[config.mk]
export PLATFORM = sky130hd
export DESIGN_NAME = iq_word_serializer
export DESIGN_NICKNAME = d
export VERILOG_FILES = /design/src/rtl/iq_ser_pkg.sv /design/src/rtl/iq_fetch_ctrl.sv /design/src/rtl/iq_shift_reg.sv /design/src/rtl/iq_out_route.sv /design/src/rtl/iq_word_serializer.sv
export SDC_FILE = /design/constraint.sdc
export NUM_CORES = 1
export LEC_CHECK = 0
export ABC_CLOCK_PERIOD_IN_PS = 5800
export BUFFER_PORTS_ARGS = -buffer_cell sky130_fd_sc_hd__buf_2
export CORE_ASPECT_RATIO = 1.75
export CORE_UTILIZATION = 53
export CTS_BUF_LIST = sky130_fd_sc_hd__clkbuf_8
export DETAILED_ROUTE_END_ITERATION = 10
export GPL_TIMING_DRIVEN = 1
export PLACE_DENSITY = 0.77
export REMOVE_ABC_BUFFERS = 1
export SLEW_MARGIN = 20
export SYNTH_ARGS = -nofsm -noshare
export SYNTH_HDL_FRONTEND = slang
export SYNTH_SLANG_ARGS = --single-unit
[constraint.sdc]
create_clock -name clk_i -period 5.8 [get_ports clk_i]
set_clock_uncertainty 0.2 [all_clocks]
set_input_delay 1.16 -clock clk_i [delete_from_list [all_inputs] [get_ports clk_i]]
set_output_delay 1.16 -clock clk_i [all_outputs]
set_load 0.01 [all_outputs]
[src/rtl/iq_ser_pkg.sv]
package iq_ser_pkg;
  typedef enum logic {
    PH_I = 1'b0,
    PH_Q = 1'b1
  } iq_phase_e;

  function automatic iq_phase_e other_phase(input iq_phase_e ph);
    return (ph == PH_I) ? PH_Q : PH_I;
  endfunction
endpackage

[src/rtl/iq_fetch_ctrl.sv]
module iq_fetch_ctrl
  import iq_ser_pkg::*;
#(
  parameter int WORD_W = 32
) (
  input  logic      clk_i,
  input  logic      rst_ni,
  input  logic      fifo_empty_i,
  output logic      load_o,
  output logic      busy_o,
  output iq_phase_e word_phase_o
);
  localparam int CNT_W = (WORD_W > 1) ? $clog2(WORD_W) : 1;
  localparam logic [CNT_W-1:0] LAST_BIT = CNT_W'(WORD_W - 1);

  logic [CNT_W-1:0] cnt_q, cnt_d;
  logic             busy_q, busy_d;
  iq_phase_e        next_ph_q, next_ph_d;
  iq_phase_e        word_ph_q, word_ph_d;
  logic             last_bit;

  // last bit of the word in flight is on the pin this cycle
  assign last_bit = busy_q && (cnt_q == LAST_BIT);
  assign load_o   = !fifo_empty_i && (!busy_q || last_bit);

  always_comb begin
    cnt_d     = cnt_q;
    busy_d    = busy_q;
    next_ph_d = next_ph_q;
    word_ph_d = word_ph_q;
    if (load_o) begin
      cnt_d     = '0;
      busy_d    = 1'b1;
      word_ph_d = next_ph_q;
      next_ph_d = other_phase(next_ph_q);
    end else if (last_bit) begin
      cnt_d  = '0;
      busy_d = 1'b0;
    end else if (busy_q) begin
      cnt_d = cnt_q + 1'b1;
    end
  end

  always_ff @(posedge clk_i or negedge rst_ni) begin
    if (!rst_ni) begin
      cnt_q     <= '0;
      busy_q    <= 1'b0;
      next_ph_q <= PH_I;
      word_ph_q <= PH_I;
    end else begin
      cnt_q     <= cnt_d;
      busy_q    <= busy_d;
      next_ph_q <= next_ph_d;
      word_ph_q <= word_ph_d;
    end
  end

  assign busy_o       = busy_q;
  assign word_phase_o = word_ph_q;

  // never pop from an empty FIFO
  a_r2_no_pop_on_empty: assert property (@(posedge clk_i) disable iff (!rst_ni)
    fifo_empty_i |-> !load_o);

  // a pop during a word happens only on its last bit
  a_r5_pop_on_boundary: assert property (@(posedge clk_i) disable iff (!rst_ni)
    (load_o && busy_q) |-> (cnt_q == LAST_BIT));

  // the routing phase does not move unless a word is taken
  a_r6_phase_held: assert property (@(posedge clk_i) disable iff (!rst_ni)
    !load_o |=> $stable(next_ph_q));

  // the word just loaded and the one after it go to different pins
  a_r3_alternate: assert property (@(posedge clk_i) disable iff (!rst_ni)
    load_o |=> (word_ph_q != next_ph_q));
endmodule

[src/rtl/iq_shift_reg.sv]
module iq_shift_reg #(
  parameter int WORD_W = 32
) (
  input  logic              clk_i,
  input  logic              rst_ni,
  input  logic              load_i,
  input  logic              shift_i,
  input  logic [WORD_W-1:0] data_i,
  output logic              msb_o
);
  logic [WORD_W-1:0] sh_q, sh_d;
  logic              sh_en;

  assign sh_en = load_i || shift_i;

  always_comb begin
    sh_d = sh_q;
    if (load_i)       sh_d = data_i;
    else if (shift_i) sh_d = {sh_q[WORD_W-2:0], 1'b0};
  end

  always_ff @(posedge clk_i or negedge rst_ni) begin
    if (!rst_ni)    sh_q <= '0;
    else if (sh_en) sh_q <= sh_d;
  end

  assign msb_o = sh_q[WORD_W-1];
endmodule

[src/rtl/iq_out_route.sv]
module iq_out_route
  import iq_ser_pkg::*;
(
  input  logic      clk_i,
  input  logic      rst_ni,
  input  logic      busy_i,
  input  iq_phase_e word_phase_i,
  input  logic      bit_i,
  input  logic      full_i,
  input  logic      clr_i,
  output logic      i_ser_o,
  output logic      i_vld_o,
  output logic      q_ser_o,
  output logic      q_vld_o,
  output logic      ovf_o
);
  logic sticky_q, sticky_d;
  logic live;

  assign live    = busy_i && !full_i;
  assign i_vld_o = live && (word_phase_i == PH_I);
  assign q_vld_o = live && (word_phase_i == PH_Q);
  assign i_ser_o = i_vld_o && bit_i;
  assign q_ser_o = q_vld_o && bit_i;

  always_comb begin
    sticky_d = sticky_q;
    if (full_i)     sticky_d = 1'b1;
    else if (clr_i) sticky_d = 1'b0;
  end

  always_ff @(posedge clk_i or negedge rst_ni) begin
    if (!rst_ni) sticky_q <= 1'b0;
    else         sticky_q <= sticky_d;
  end

  assign ovf_o = sticky_q || full_i;

  // never both strobes at once
  a_r5_one_pin: assert property (@(posedge clk_i) disable iff (!rst_ni)
    !(i_vld_o && q_vld_o));

  // full blanks both data lanes
  a_r7_full_blanks: assert property (@(posedge clk_i) disable iff (!rst_ni)
    full_i |-> (ovf_o && !i_ser_o && !q_ser_o && !i_vld_o && !q_vld_o));

  // the flag survives until a clear without full
  a_r8_sticky_hold: assert property (@(posedge clk_i) disable iff (!rst_ni)
    (ovf_o && !clr_i) |=> ovf_o);
endmodule

[src/rtl/iq_word_serializer.sv]
module iq_word_serializer
  import iq_ser_pkg::*;
#(
  parameter int WORD_W = 32
) (
  input  logic              clk_i,
  input  logic              rst_ni,
  input  logic [WORD_W-1:0] fifo_data_i,
  input  logic              fifo_empty_i,
  input  logic              fifo_full_i,
  output logic              fifo_rd_o,
  input  logic              ovf_clr_i,
  output logic              i_ser_o,
  output logic              i_vld_o,
  output logic              q_ser_o,
  output logic              q_vld_o,
  output logic              ovf_o
);
  localparam int SYNC_STAGES = 2;

  logic [SYNC_STAGES-1:0] rst_sync_q;
  logic                   rst_n;
  logic                   load;
  logic                   busy;
  logic                   msb;
  iq_phase_e              word_phase;

  // asynchronous assert, synchronous release
  always_ff @(posedge clk_i or negedge rst_ni) begin
    if (!rst_ni) rst_sync_q <= '0;
    else         rst_sync_q <= {rst_sync_q[SYNC_STAGES-2:0], 1'b1};
  end
  assign rst_n = rst_sync_q[SYNC_STAGES-1];

  iq_fetch_ctrl #(.WORD_W(WORD_W)) u_ctrl (
    .clk_i        (clk_i),
    .rst_ni       (rst_n),
    .fifo_empty_i (fifo_empty_i),
    .load_o       (load),
    .busy_o       (busy),
    .word_phase_o (word_phase)
  );

  iq_shift_reg #(.WORD_W(WORD_W)) u_shift (
    .clk_i   (clk_i),
    .rst_ni  (rst_n),
    .load_i  (load),
    .shift_i (busy),
    .data_i  (fifo_data_i),
    .msb_o   (msb)
  );

  iq_out_route u_route (
    .clk_i        (clk_i),
    .rst_ni       (rst_n),
    .busy_i       (busy),
    .word_phase_i (word_phase),
    .bit_i        (msb),
    .full_i       (fifo_full_i),
    .clr_i        (ovf_clr_i),
    .i_ser_o      (i_ser_o),
    .i_vld_o      (i_vld_o),
    .q_ser_o      (q_ser_o),
    .q_vld_o      (q_vld_o),
    .ovf_o        (ovf_o)
  );

  assign fifo_rd_o = load && rst_n;

  // the popped word's top bit is on the pin one cycle later
  a_r4_msb_first: assert property (@(posedge clk_i) disable iff (!rst_n)
    fifo_rd_o |=> (fifo_full_i || ((i_ser_o || q_ser_o) == $past(fifo_data_i[WORD_W-1]))));

  // a pop always lights exactly one strobe next cycle (unless blanked)
  a_r5_pop_lights_strobe: assert property (@(posedge clk_i) disable iff (!rst_n)
    fifo_rd_o |=> (fifo_full_i || $onehot({i_vld_o, q_vld_o})));
endmodule

==> impl_metrics.toml, run 1 <==
[yosys]
syn_area_per_cell_um2 = 13.0
ys_warn_count = 0
yosys_register_bits = 43
seq_area_frac_synth_pct = 55.6
synth_area_um2 = 1930
ys_types = 26
syn_inst = 149

[cells_and_area]
register_area_um2 = 1080
stdcell_count = 235
multi_input_area_um2 = 753
final_cell_area_um2 = 2180
drive_above_1_share_pct = 30.0
n_antenna_cell = 0
mostFrequentLayoutCells = "buf_2, dfrtp_1, and2_1, a221o_1"
final_nets = 228
postLayoutCoreUtil_pct = 63.6
area_growth_pct = 12.9
fill_cells = 299

[pwr]
peakVddDrop_mv = 0.224
intPower_uw = 614
p_sw_uw = 250
combPwrFrac_pct = 23.7
powerDensity_nw_per_um2 = 395
p_seq_share_pct = 55.4
p_leak_nw = 1.11
swShare_pct = 28.9
clkPwrFrac_pct = 20.9

[clock_network]
cts_made_buffers = 5
cts_max_level = 2
clk_pin_slew_worst_paths_ns = 0.08
cts_hold_buf = 0
cts_buffer_depth = 2
clk_latency_ns = 0.29
cts_resized = 0
clock-root-buffer = "clkbuf_8"
clock-sinks = 43
cts_tree = "built"
cts_setup_buffers = 0

[sta]
fin_crit_sh_pct = 63.1
rsz0062_at_grt = "false"
hold_ws_ns = 0.166
relSlewSlack_pct = 41.7
tightest_slew_ns = 0.874
max_freq_mhz = 273
hold_viol_final = 0
fin_crit_ns = 3.66
drv_slew = 0
finalSetupTns_ns = 0
finalSetupViolations = 0

[global_routing]
grt-ovfl-total = 0
grt_pass1_wl_um = 6010
grt_max_degree = 43
grt_pass1_vias = 1363
grt_use_total_pct = 21.7
antenna_found_initial = 0

[route]
num_vias = 1367
drc_errors = 0
drt_iter0_drc = 40
wire_per_inst_um = 16.3
firstDrtPassIters = 4
viasPerCell = 5.82
routed_wl_um = 3830
antenna_left = 0

[min_path]
hp-class = "flip-flop to flip-flop"

[die]
initial_core_util_pct = 56.3
row_count = 28
fp.dieW_um = 47.7
dieArea_um2 = 3900
io_pins = 43
core_um2 = 3430
chipHeight_um = 81.9

[placement]
port_buffers = 42
dpl.cell_count = 227
place.gp.congestion = 0.698
dp_hpwl_um = 2540
dpl-instance-area_um2 = 2100

[worst_setup_path]
cp.required_ns = 4.44
cpPeakStageDelay_ns = 0.61
path_class = "flip-flop to primary output"
crit_chain = "ha_1 > and3_1 > ha_1 > nor2b_4 > nor2_4 > and2_1 > buf_2"
critPathCaptureType = "primary output"
cp_slowest_cell = "nor2_4"
start_kind = "flip-flop"
cp.arrival_ns = 2.30
critPathMostFrequentCell = "ha_1"
worst-path-max-fanout = 36

[run_status]
status = "finished clean"

[run]
maxCapViolCount = 0
-- synthesized netlist by cell type --
library cell	count	area share, %
mux2_1	1	0.58
nor2_4	1	0.58
o21ai_1	2	0.52
conb_1	1	0.19
o21a_2	1	0.45
a21oi_1	1	0.26
a21o_1	2	0.78
nand3_1	1	0.26
nor3b_1	2	0.78
nor2b_4	1	0.71
a22o_1	2	0.91
nand2_1	5	0.97
buf_6	9	5.2
and2_1	34	11
xor2_1	2	0.91
and3_1	1	0.32
or2_2	1	0.32
or2b_1	1	0.39
inv_1	1	0.19
ha_1	2	1.3
and3b_1	1	0.45
and2b_4	1	0.52
nand2b_2	1	0.45
dfrtp_1	43	56
a221o_1	31	16
o21ai_0	1	0.26
-- state kept, by name, summed over array words and instances (netlist names) --
| register | flops |
|---|---|
| rst_sync_q | 2 |
| u_ctrl.busy_o | 1 |
| u_ctrl.cnt_q | 5 |
| u_ctrl.next_ph_q | 1 |
| u_ctrl.word_phase_o | 1 |
| u_route.sticky_q | 1 |
| u_shift.sh_q | 32 |
-- power groups by stage --
stage / registers, mW / clock network (mW) / logic (mW)
after floorplan: 0.459 / 0 / 0.156
after global placement: 0.474 / 0 / 0.192
after detailed placement: 0.482 / 0 / 0.204
after CTS: 0.478 / 0.187 / 0.207
after global routing: 0.491 / 0.200 / 0.225
final: 0.478 / 0.181 / 0.204
-- worst max-delay path: cells and delay by family (launching register included) --
family / cells / cell delay (ns)
adder cells (fa/ha/maj): 2 / 0.41
buffers and inverters: 1 / 0.13
flip-flops: 1 / 0.39
AND/OR/NAND/NOR: 4 / 1.08
-- area by class of cell --
class	count	share of cell area [%]
multi-input combinational	96	34.5
clock inverter	3	0.687
inverter	1	0.172
tap	45	2.58
clock buffer	5	3.15
sequential	43	49.3
timing repair buffer	42	9.62
-- path summary, 6_finish.rpt --
path,end,slack [ns],startpoint,depth (start not counted)
max in group asynchronous,u_shift.sh_q[15],4.66,rst_sync_q[1],0
max reg2reg,u_ctrl.word_phase_o,3.45,u_ctrl.cnt_q[0],6
max,fifo_rd_o,2.14,u_ctrl.cnt_q[0],7
min reg2reg,rst_sync_q[1],0.17,rst_sync_q[0],0
min in group asynchronous,u_shift.sh_q[11],0.19,rst_sync_q[1],0
min,rst_sync_q[1],0.17,rst_sync_q[0],0
-- layer usage --
metal  vias to the layer above  track usage [%]  wire length (µm)
met3                         4             5.49               191
li1                        628                -                 -
met2                        42             35.2              2100
met5                         -                0                 0
met1                       693             28.1              1510
met4                         0             6.39                31
-- through the flow --
step	power, mW	setup WS, ns
after floorplan	0.615	2.58
after global placement	0.666	2.18
after detailed placement	0.686	2.14
after CTS	0.871	2.13
after global routing	0.916	1.96
final	0.863	2.14
-- logic make-up after synthesis --
family | Yosys count | share of synthesized area [%]
xor gates and xnor gates | 2 | 0.906
and+or+nand+nor | 50 | 16.8
other | 1 | 0.194
buffers and inverters | 10 | 5.43
DFF | 43 | 55.6
adders and majority gates | 2 | 1.29
AOI/OAI and AO/OA | 40 | 19.2
muxes | 1 | 0.582
No activity file was read; power rests on OpenSTA's default activity.
==> run 2, diff against run 1 <==
ABC_CLOCK_PERIOD_IN_PS = 3600   (was 5800)
clock period = 3.6 ns   (was 5.8 ns; I/O delays follow)
==> impl_metrics.toml, run 2 (synthesis gave the netlist of run 1 again) <==
[clock_network]
cts_resized = 0
clk_latency_ns = 0.29
clock-sinks = 43
cts_buffer_depth = 2
clk_pin_slew_worst_paths_ns = 0.08
clock-root-buffer = "clkbuf_8"
cts_tree = "built"
cts_max_level = 2
cts_made_buffers = 5

[pwr]
combPwrFrac_pct = 22.0
p_seq_share_pct = 49.9
swShare_pct = 26.1
intPower_mw = 1.13
clkPwrFrac_pct = 28.1
powerDensity_nw_per_um2 = 680
p_leak_nw = 1.14
p_sw_uw = 400
peakVddDrop_mv = 0.426

[sta]
finalSetupViolations = 0
setup_slack_ns = 0.388
fin_crit_ns = 3.21
drv_slew = 0
finalSetupTns_ns = 0
fin_crit_sh_pct = 89.2
rsz0062_at_grt = "false"
tightest_slew_ns = 0.817
hold_viol_final = 0
max_freq_mhz = 311
relSlewSlack_pct = 45.4
hold_ws_ns = 0.136

[worst_setup_path]
path_buf_inv = 1
r2r_end = "u_ctrl.word_phase_o"
path_class = "flip-flop to primary output"
cp.arrival_ns = 2.29
crit_family = "simple AND/OR/NAND/NOR gates"
critPathMostFrequentCell = "ha_1"
worst-path-max-fanout = 36
start_kind = "flip-flop"
regToRegStartpoint = "u_ctrl.cnt_q[0]"
cpPeakStageDelay_ns = 0.63
cp.required_ns = 2.68
rrSetupSlack_ns = 1.25
cp_slowest_cell = "nor2_4"
critPathCaptureType = "primary output"
crit_chain = "ha_1 > and3_1 > ha_1 > nor2b_4 > nor2_4 > and2_1 > buf_2"
reg2reg_depth = 6

[global_routing]
grt_use_total_pct = 22.5
grt-ovfl-total = 0
met3_usage_pct = 5.49
grt_max_degree = 42
grt_busiest_layer = "met2"
antenna_found_initial = 0
use_met1_pct = 27.9
grt_pass1_wl_um = 6270
grt_pass1_vias = 1476
grtUsageMet2_pct = 37.7

[route]
num_vias = 1364
viasPerCell = 5.76
routed_wl_um = 3760
drt_iter0_drc = 38
wire_per_inst_um = 15.9
antenna_left = 0
drc_errors = 0
firstDrtPassIters = 4

[min_path]
hp-class = "flip-flop to async pin"

[run_status]
status = "finished clean"

[cells_and_area]
mostFrequentLayoutCells = "buf_2, dfrtp_1, and2_1, a221o_1"
multi_input_area_um2 = 753
top_register = "u_shift.sh_q"
area_growth_pct = 16.4
top_regs = "u_shift.sh_q (32), u_ctrl.cnt_q (5), rst_sync_q (2)"
drive_above_1_share_pct = 29.7
final_nets = 230
n_antenna_cell = 0
final_cell_area_um2 = 2250
register_area_um2 = 1080
fill_cells = 306
largest_reg_flops = 32

[die]
row_count = 28
dieArea_um2 = 3900
fp.dieW_um = 47.7
initial_core_util_pct = 56.3
core_um2 = 3430
chipHeight_um = 81.9
io_pins = 43

[placement]
dpl-instance-area_um2 = 2110
port_buffers = 42
dp_hpwl_um = 2530
place_ws_ns = 0.693
place.gp.congestion = 0.769

[run]
maxCapViolCount = 0
==> run 2: cell count changes in the layout (fill, tap and decap cells not counted), sizes merged <==
cell | previous run | this run
buf | 42 | 43
bufinv | 0 | 2
clkinv | 3 | 0
dlygate4sd3 | 0 | 1
inv | 1 | 2
==> run 2: how the worst max path moves through the flow <==
stage / endpoint / from / cells after the start
after global placement: fifo_rd_o / u_ctrl.cnt_q[0] / 7
after global routing: fifo_rd_o / u_ctrl.cnt_q[0] / 7
after floorplan: fifo_rd_o / u_ctrl.cnt_q[0] / 6
after CTS: fifo_rd_o / u_ctrl.cnt_q[0] / 7
final: fifo_rd_o / u_ctrl.cnt_q[0] / 7
after detailed placement: fifo_rd_o / u_ctrl.cnt_q[0] / 7
==> run 2: power groups by stage <==
stage | Combinational [mW] | Sequential, mW | Clock [mW]
CTS | 0.344 | 0.763 | 0.444
finish | 0.337 | 0.764 | 0.430
floorplan | 0.251 | 0.739 | 0
detailed placement | 0.340 | 0.769 | 0
global route | 0.376 | 0.785 | 0.461
global placement | 0.318 | 0.755 | 0
==> run 2: layout make-up <==
| cell class | instances | share of cell area, % |
|---|---|---|
| flip-flops and latches | 43 | 47.9 |
| multi-input cells | 96 | 33.5 |
| repair buffers | 44 | 10.1 |
| clock buffers | 5 | 3.06 |
| clock inverters | 3 | 2.83 |
| well taps | 45 | 2.50 |
| inverters | 1 | 0.167 |
==> run 2: per-layer routing <==
layer  wire length (µm)  part of all wire (%)
met5                  0                     0
met4                 40                   1.1
met3                163                   4.3
met1               1520                    40
met2               2030                    54
==> run 2: metrics by stage <==
stage	utilization, %	instances	total power [mW]
floorplan	-	140	0.990
global placement	61.4	228	1.07
global route	65.6	237	1.62
finish	65.6	237	1.53
CTS	65.6	237	1.55
detailed placement	61.4	228	1.11
==> run 2: repair_timing <==
item	4_1_cts	5_1_grt
buffers inserted	0	0
hold buffers	1	0
endpoints found under the hold margin	1	0
